--- src/rtl/dma_seq_pkg.sv ---
package dma_seq_pkg;

  typedef enum logic [3:0] {
    SEL_SRC_START  = 4'd0,
    SEL_DST_START  = 4'd1,
    SEL_BURST_SIZE = 4'd2,
    SEL_XFER_SIZE  = 4'd3,
    SEL_SRC_WSIZE  = 4'd4,
    SEL_DST_WSIZE  = 4'd5,
    SEL_SRC_BSTEP  = 4'd6,
    SEL_DST_BSTEP  = 4'd7,
    SEL_SRC_WSTEP  = 4'd8,
    SEL_DST_WSTEP  = 4'd9,
    SEL_MODE       = 4'd10
  } cfg_sel_e;

  typedef struct packed {
    logic wide;
    logic cont;
    logic irq_at_start;
    logic en;
  } mode_t;

endpackage

--- src/rtl/dma_seq_ptr.sv ---
module dma_seq_ptr #(
  parameter int ADDR_W = 24,
  parameter int STEP_W = 16,
  parameter int SIZE_W = 16
) (
  input  logic              clk,
  input  logic              rst,
  input  logic              load_i,
  input  logic [ADDR_W-1:0] start_addr_i,
  input  logic [SIZE_W-1:0] wrap_size_i,
  input  logic [STEP_W-1:0] burst_step_i,
  input  logic [STEP_W-1:0] wrap_step_i,
  input  logic              adv_i,
  input  logic              burst_end_i,
  output logic [ADDR_W-1:0] addr_o
);

  localparam int EXT_W = ADDR_W - STEP_W;

  logic [ADDR_W-1:0] addr_q, base_q, bstep_x, wstep_x, next_base;
  logic [SIZE_W-1:0] wcnt_q, wsize_q;
  logic [STEP_W-1:0] bstep_q, wstep_q;

  // sign extension of the latched steps to address width
  assign bstep_x   = {{EXT_W{bstep_q[STEP_W-1]}}, bstep_q};
  assign wstep_x   = {{EXT_W{wstep_q[STEP_W-1]}}, wstep_q};
  assign next_base = base_q + wstep_x;

  always_ff @(posedge clk) begin
    if (rst) begin
      addr_q  <= '0;
      base_q  <= '0;
      wcnt_q  <= '0;
      wsize_q <= '0;
      bstep_q <= '0;
      wstep_q <= '0;
    end else if (load_i) begin
      addr_q  <= start_addr_i;
      base_q  <= start_addr_i;
      wcnt_q  <= wrap_size_i;
      wsize_q <= wrap_size_i;
      bstep_q <= burst_step_i;
      wstep_q <= wrap_step_i;
    end else if (adv_i) begin
      if (burst_end_i && (wcnt_q == '0)) begin
        // wrap wins over the burst step on this word
        base_q <= next_base;
        addr_q <= next_base;
        wcnt_q <= wsize_q;
      end else begin
        if (burst_end_i) wcnt_q <= wcnt_q - 1'b1;
        addr_q <= addr_q + bstep_x;
      end
    end
  end

  assign addr_o = addr_q;

endmodule

--- src/rtl/dma_seq_ctl.sv ---
module dma_seq_ctl
  import dma_seq_pkg::*;
#(
  parameter int BURST_W = 5,
  parameter int SIZE_W  = 16
) (
  input  logic               clk,
  input  logic               rst,
  input  logic               start_i,
  input  logic               word_i,
  input  mode_t              mode_i,
  input  logic [BURST_W-1:0] burst_size_i,
  input  logic [SIZE_W-1:0]  xfer_size_i,
  output logic               load_o,
  output logic               adv_o,
  output logic               burst_end_o,
  output logic               en_clr_o,
  output logic               busy_o,
  output logic               burst_done_o,
  output logic               xfer_done_o,
  output logic               irq_o
);

  logic               busy_q, bd_q, xd_q, irq_q;
  logic [BURST_W-1:0] bcnt_q, bsize_l;
  logic [SIZE_W-1:0]  xcnt_q;
  logic               at_start_l, cont_l, wide_l;
  logic               last_unit, bend, xend;
  logic [BURST_W-1:0] dec;

  assign load_o    = start_i & mode_i.en & ~busy_q;
  assign last_unit = wide_l ? (bcnt_q <= BURST_W'(1)) : (bcnt_q == '0);
  assign bend      = busy_q & word_i & last_unit;
  assign xend      = bend & (xcnt_q == '0);
  assign dec       = wide_l ? BURST_W'(2) : BURST_W'(1);

  assign adv_o       = busy_q & word_i & ~xend;
  assign burst_end_o = bend;
  assign en_clr_o    = xend & ~cont_l;

  always_ff @(posedge clk) begin
    if (rst) begin
      busy_q     <= 1'b0;
      bd_q       <= 1'b0;
      xd_q       <= 1'b0;
      irq_q      <= 1'b0;
      bcnt_q     <= '0;
      bsize_l    <= '0;
      xcnt_q     <= '0;
      at_start_l <= 1'b0;
      cont_l     <= 1'b0;
      wide_l     <= 1'b0;
    end else begin
      bd_q  <= bend;
      xd_q  <= xend;
      irq_q <= (load_o & mode_i.irq_at_start) | (xend & ~at_start_l);
      if (load_o) begin
        busy_q     <= 1'b1;
        bcnt_q     <= burst_size_i;
        bsize_l    <= burst_size_i;
        xcnt_q     <= xfer_size_i;
        at_start_l <= mode_i.irq_at_start;
        cont_l     <= mode_i.cont;
        wide_l     <= mode_i.wide;
      end else if (busy_q && word_i) begin
        if (xend) begin
          busy_q <= 1'b0;
        end else if (bend) begin
          bcnt_q <= bsize_l;
          xcnt_q <= xcnt_q - 1'b1;
        end else begin
          bcnt_q <= bcnt_q - dec;
        end
      end
    end
  end

  assign busy_o       = busy_q;
  assign burst_done_o = bd_q;
  assign xfer_done_o  = xd_q;
  assign irq_o        = irq_q;

endmodule

--- src/rtl/dma_addr_seq.sv ---
module dma_addr_seq
  import dma_seq_pkg::*;
#(
  parameter int ADDR_W  = 24,
  parameter int STEP_W  = 16,
  parameter int SIZE_W  = 16,
  parameter int BURST_W = 5
) (
  input  logic              clk,
  input  logic              rst,
  input  logic              cfg_we_i,
  input  logic [3:0]        cfg_sel_i,
  input  logic [ADDR_W-1:0] cfg_wdata_i,
  input  logic              start_i,
  input  logic              word_i,
  output logic [ADDR_W-1:0] src_addr_o,
  output logic [ADDR_W-1:0] dst_addr_o,
  output logic              busy_o,
  output logic              burst_done_o,
  output logic              xfer_done_o,
  output logic              irq_o
);

  localparam int NDIR = 2;  // index 0 source, 1 destination

  // shadow values
  logic [ADDR_W-1:0]  start_q [NDIR];
  logic [SIZE_W-1:0]  wsize_q [NDIR];
  logic [STEP_W-1:0]  bstep_q [NDIR];
  logic [STEP_W-1:0]  wstep_q [NDIR];
  logic [BURST_W-1:0] bsize_q;
  logic [SIZE_W-1:0]  xsize_q;
  mode_t              mode_q;

  logic load, adv, bend, en_clr;
  logic [ADDR_W-1:0] addr [NDIR];
  logic              dir;

  assign dir = cfg_sel_i[0];

  always_ff @(posedge clk) begin
    if (rst) begin
      for (int i = 0; i < NDIR; i++) begin
        start_q[i] <= '0;
        wsize_q[i] <= '0;
        bstep_q[i] <= '0;
        wstep_q[i] <= '0;
      end
      bsize_q <= '0;
      xsize_q <= '0;
      mode_q  <= '0;
    end else begin
      if (en_clr) mode_q.en <= 1'b0;
      if (cfg_we_i) begin
        case (cfg_sel_i)
          SEL_SRC_START, SEL_DST_START: start_q[dir] <= cfg_wdata_i;
          SEL_SRC_WSIZE, SEL_DST_WSIZE: wsize_q[dir] <= cfg_wdata_i[SIZE_W-1:0];
          SEL_SRC_BSTEP, SEL_DST_BSTEP: bstep_q[dir] <= cfg_wdata_i[STEP_W-1:0];
          SEL_SRC_WSTEP, SEL_DST_WSTEP: wstep_q[dir] <= cfg_wdata_i[STEP_W-1:0];
          SEL_BURST_SIZE: bsize_q <= cfg_wdata_i[BURST_W-1:0];
          SEL_XFER_SIZE:  xsize_q <= cfg_wdata_i[SIZE_W-1:0];
          SEL_MODE:       mode_q  <= mode_t'(cfg_wdata_i[3:0]);
          default: ;
        endcase
      end
    end
  end

  dma_seq_ctl #(
    .BURST_W(BURST_W),
    .SIZE_W (SIZE_W)
  ) ctl_i (
    .clk         (clk),
    .rst         (rst),
    .start_i     (start_i),
    .word_i      (word_i),
    .mode_i      (mode_q),
    .burst_size_i(bsize_q),
    .xfer_size_i (xsize_q),
    .load_o      (load),
    .adv_o       (adv),
    .burst_end_o (bend),
    .en_clr_o    (en_clr),
    .busy_o      (busy_o),
    .burst_done_o(burst_done_o),
    .xfer_done_o (xfer_done_o),
    .irq_o       (irq_o)
  );

  for (genvar g = 0; g < NDIR; g++) begin : g_ptr
    dma_seq_ptr #(
      .ADDR_W(ADDR_W),
      .STEP_W(STEP_W),
      .SIZE_W(SIZE_W)
    ) ptr_i (
      .clk         (clk),
      .rst         (rst),
      .load_i      (load),
      .start_addr_i(start_q[g]),
      .wrap_size_i (wsize_q[g]),
      .burst_step_i(bstep_q[g]),
      .wrap_step_i (wstep_q[g]),
      .adv_i       (adv),
      .burst_end_i (bend),
      .addr_o      (addr[g])
    );
  end

  assign src_addr_o = addr[0];
  assign dst_addr_o = addr[1];

endmodule

--- config.mk ---
export PLATFORM = sky130hd
export DESIGN_NAME = dma_addr_seq
export DESIGN_NICKNAME = d
export VERILOG_FILES = /design/src/rtl/dma_seq_pkg.sv /design/src/rtl/dma_seq_ptr.sv /design/src/rtl/dma_seq_ctl.sv /design/src/rtl/dma_addr_seq.sv
export SDC_FILE = /design/constraint.sdc
export NUM_CORES = 1
export LEC_CHECK = 0
export BUFFER_PORTS_ARGS = -buffer_cell sky130_fd_sc_hd__clkbuf_2
export CAP_MARGIN = 10
export CORE_MARGIN = 8
export CORE_UTILIZATION = 45
export CTS_CLUSTER_SIZE = 25
export DETAILED_ROUTE_END_ITERATION = 7
export PLACE_DENSITY_LB_ADDON = 0.1
export SETUP_SLACK_MARGIN = 0.5
export SLEW_MARGIN = 20
export SYNTH_ARGS = -nofsm -noshare
export SYNTH_HDL_FRONTEND = slang
export SYNTH_SLANG_ARGS = --single-unit
--- constraint.sdc ---
create_clock -name clk -period 2.8 [get_ports clk]
set_input_delay 0.28 -clock clk [delete_from_list [all_inputs] [get_ports clk]]
set_output_delay 0.28 -clock clk [all_outputs]
set_load 0.02 [all_outputs]
==> impl_metrics.json <==
{
  "skew_ns": 0.0271,
  "route.detailed.drc": 0,
  "htree_levels": 2,
  "critPathLaunchType": "register",
  "rows": 81,
  "setup_viol": 0,
  "routabilityCongestion": 0.891,
  "synthesis.nets": 2642,
  "cp_data_required_time_ns": 3.29,
  "drt_iter0_markers": 1870,
  "reg2reg_slack_ns": 0.17,
  "arrival_ns": 3.13,
  "clock_sinks": 426,
  "syn_to_final_growth_pct": 35.7,
  "cts.clk_slew.worst_paths_ns": 0.06,
  "hpwl_mm": 47.4,
  "timing.final.ws_setup_ns": 0.165,
  "die_w_um": 237,
  "synth_edf_count": 144,
  "synth_commonest_cells": "nand2_1, a21oi_1, dfxtp_1",
  "nets": 2907,
  "syn_avg_cell_area_um2": 8.74,
  "holdCritStartpoint": "cfg_wdata_i[20]",
  "start_util_pct": 45.2,
  "grt_max_degree": 116,
  "drv_cap": 0,
  "grt_pass1_wl_mm": 115,
  "postSynth.asyncResetShare_pct": 0,
  "yosysWarnings": 0,
  "wl_per_cell_um": 22.2,
  "drv_slew": 0,
  "clock.fmax_ghz": 0.380,
  "status": "finished, final reports clean",
  "rsz0062_at_grt": "true",
  "clk_latency_ns": 0.60,
  "setup.worst_path.class": "reg2reg",
  "pre_cts_slack_ns": -0.0676,
  "ant_nets": 0,
  "relSlewSlack_pct": 38.9,
  "crit_path_start": "g_ptr[0].ptr_i.wstep_q[0]",
  "antenna_found_initial": 8,
  "ios": 85,
  "ys_seq_area_share_pct": 45.5,
  "ys.flop_type": "dfxtp_1",
  "finalHoldViolations": 0,
  "die_y_um": 237,
  "power_leakage_nw": 11.4,
  "finalWirelength_mm": 76.2,
  "fillers": 3965,
  "fin_crit_sh_pct": 94.1,
  "worstHoldPathCells": 2,
  "synthCells": 2504,
  "core_area_um2": 48400,
  "drive_above_1_share_pct": 30.6,
  "hold_path.class": "in2reg",
  "port-buffer-count": 84,
  "yosysUniqueCellTypes": 79,
  "p_per_area_nw_per_um2": 472,
  "yosys.area.top_type_share_pct": 25.8,
  "syn_area_um2": 21900,
  "vias": 20236,
  "worstPathMaxFanout": 3,
  "cts_tree": "built",
  "cts-buffers-inserted": 49,
  "holdPathEnd": "start_q[0][20]",
  "synth_area_leaders": "dfxtp_1, edfxtp_1, nand2_1",
  "grt_pass1_vias": 19459,
  "cts-root-buf": "clkbuf_16",
  "drt-pass1-iter-count": 5,
  "ff2ff_path_depth": 11,
  "holdWs_ns": 0.0736,
  "tightest_slew_ns": 0.914,
  "die-area_um2": 56000,
  "clockBufferDepth": 3,
  "finalCriticalPeriod_ns": 2.63,
  "overflow": 0,
  "synth_seq_cells": 426,
  "cp-end-kind": "register",
  "reg2reg_from": "g_ptr[0].ptr_i.wstep_q[0]",
  "r2r_end": "g_ptr[0].ptr_i.addr_o[22]",
  "synth_most_common_cell": "nand2_1",
  "vias_per_cell": 5.89,
  "synth_top_area_cell": "dfxtp_1",
  "ir_drop_v": 0.000379,
  "grt.total_usage_pct": 25.8
}
## power breakdown
group	switching (mW)	total, mW	internal [mW]	leakage [nW]
combinational	0.449	0.640	0.191	6.84
sequential	0.0793	6.61	6.53	3.67
clock	2.70	6.77	4.07	0.853
total	3.23	14.0	10.8	11.4
## per-stage QoR
stage | instances | TNS, ns | utilization (%) | total power [mW] | cell area (µm²)
CTS | 3383 | 0 | 58.5 | 14.1 | 28300
detailed placement | 3173 | -0.395 | 49.2 | 7.28 | 23800
finish | 3436 | 0 | 61.3 | 14.0 | 29700
global placement | 3173 | -0.214 | 49.2 | 7.27 | 23800
global route | 3433 | 0 | 61.3 | 14.4 | 29700
floorplan | 2504 | 0 | - | 7.00 | 22300
## worst max-delay path, cell delays in order (launching register included)
cell	delay, ns
dfxtp_2	0.35
ha_4	0.15
inv_2	0.04
fa_2	0.36
nor2b_4	0.15
o31ai_4	0.08
a211oi_4	0.30
o41ai_4	0.14
o41ai_2	0.26
xnor2_1	0.14
or4_1	0.49
o41ai_2	0.06
## what timing repair did
action	4_1_cts	5_1_grt
endpoints found under the setup margin	149	144
endpoints found under the hold margin	4	0
cloned	18	2
setup buffers	98	47
hold buffers	2	0
resized for setup	399	215
pin swaps	219	152
## cell usage in the layout (no fill, tap or decap), drive strengths merged, types with 7 or more instances in the layout
master,synthesis,final
nand2,436,436
a21oi,295,295
dfxtp,282,282
buf,34,262
nor2,207,208
clkbuf,104,161
o21ai,150,150
and2,148,148
edfxtp,144,144
ha,100,100
xnor2,49,49
xor2,44,44
inv,40,42
a31oi,39,39
nor3,39,39
o211ai,35,35
nand3,31,32
a21o,30,30
a211oi,28,28
nor4,19,19
o21a,18,18
o22ai,16,16
nand2b,13,13
nor2b,13,13
mux2i,12,12
a221oi,12,12
a22oi,12,12
and3,11,11
clkinv,0,11
a311oi,10,10
or3,10,10
o31ai,10,10
o221ai,9,9
nand4,8,8
o21bai,8,8
or4,6,7
o311ai,7,7
## worst max path at each step
stage,end,slack (ns),depth (start not counted)
6_report,g_ptr[0].ptr_i.addr_o[22],0.17,11
3_5_place_dp,ctl_i.xcnt_q[7],-0.07,8
4_1_cts,g_ptr[0].ptr_i.addr_o[22],0.20,11
5_1_grt,g_ptr[1].ptr_i.base_q[23],0.05,12
2_1_floorplan,g_ptr[1].ptr_i.addr_o[22],0.25,12
3_3_place_gp,g_ptr[1].ptr_i.wcnt_q[3],-0.04,10
## cell type report
cell class,instances,area [µm²],share of cell area [%]
multi-input cells,1903,13600,45.7
flip-flops and latches,426,10100,33.8
repair buffers,349,3440,11.6
clock buffers,76,1540,5.19
well taps,622,778,2.62
clock inverters,16,164,0.552
inverters,40,150,0.505
diodes,4,10.0,0.0337
## cell families after synthesis
group	Yosys count	synth area share [%]
multiplexers	12	0.549
adder cells (fa/ha/maj)	105	6.17
XOR/XNOR	93	3.72
flip-flops	426	45.5
AO/OA/AOI/OAI	727	20.3
AND/OR/NAND/NOR	963	20.3
buffers and inverters	178	3.41
## metal layers
layer,vias up,track usage [%],wire length (µm)
met1,9889,33.9,32900
li1,9477,-,-
met5,-,0,17
met3,167,4.42,4840
met4,2,10.9,3070
met2,701,41.7,35500
(Power assumes the default switching activity.)
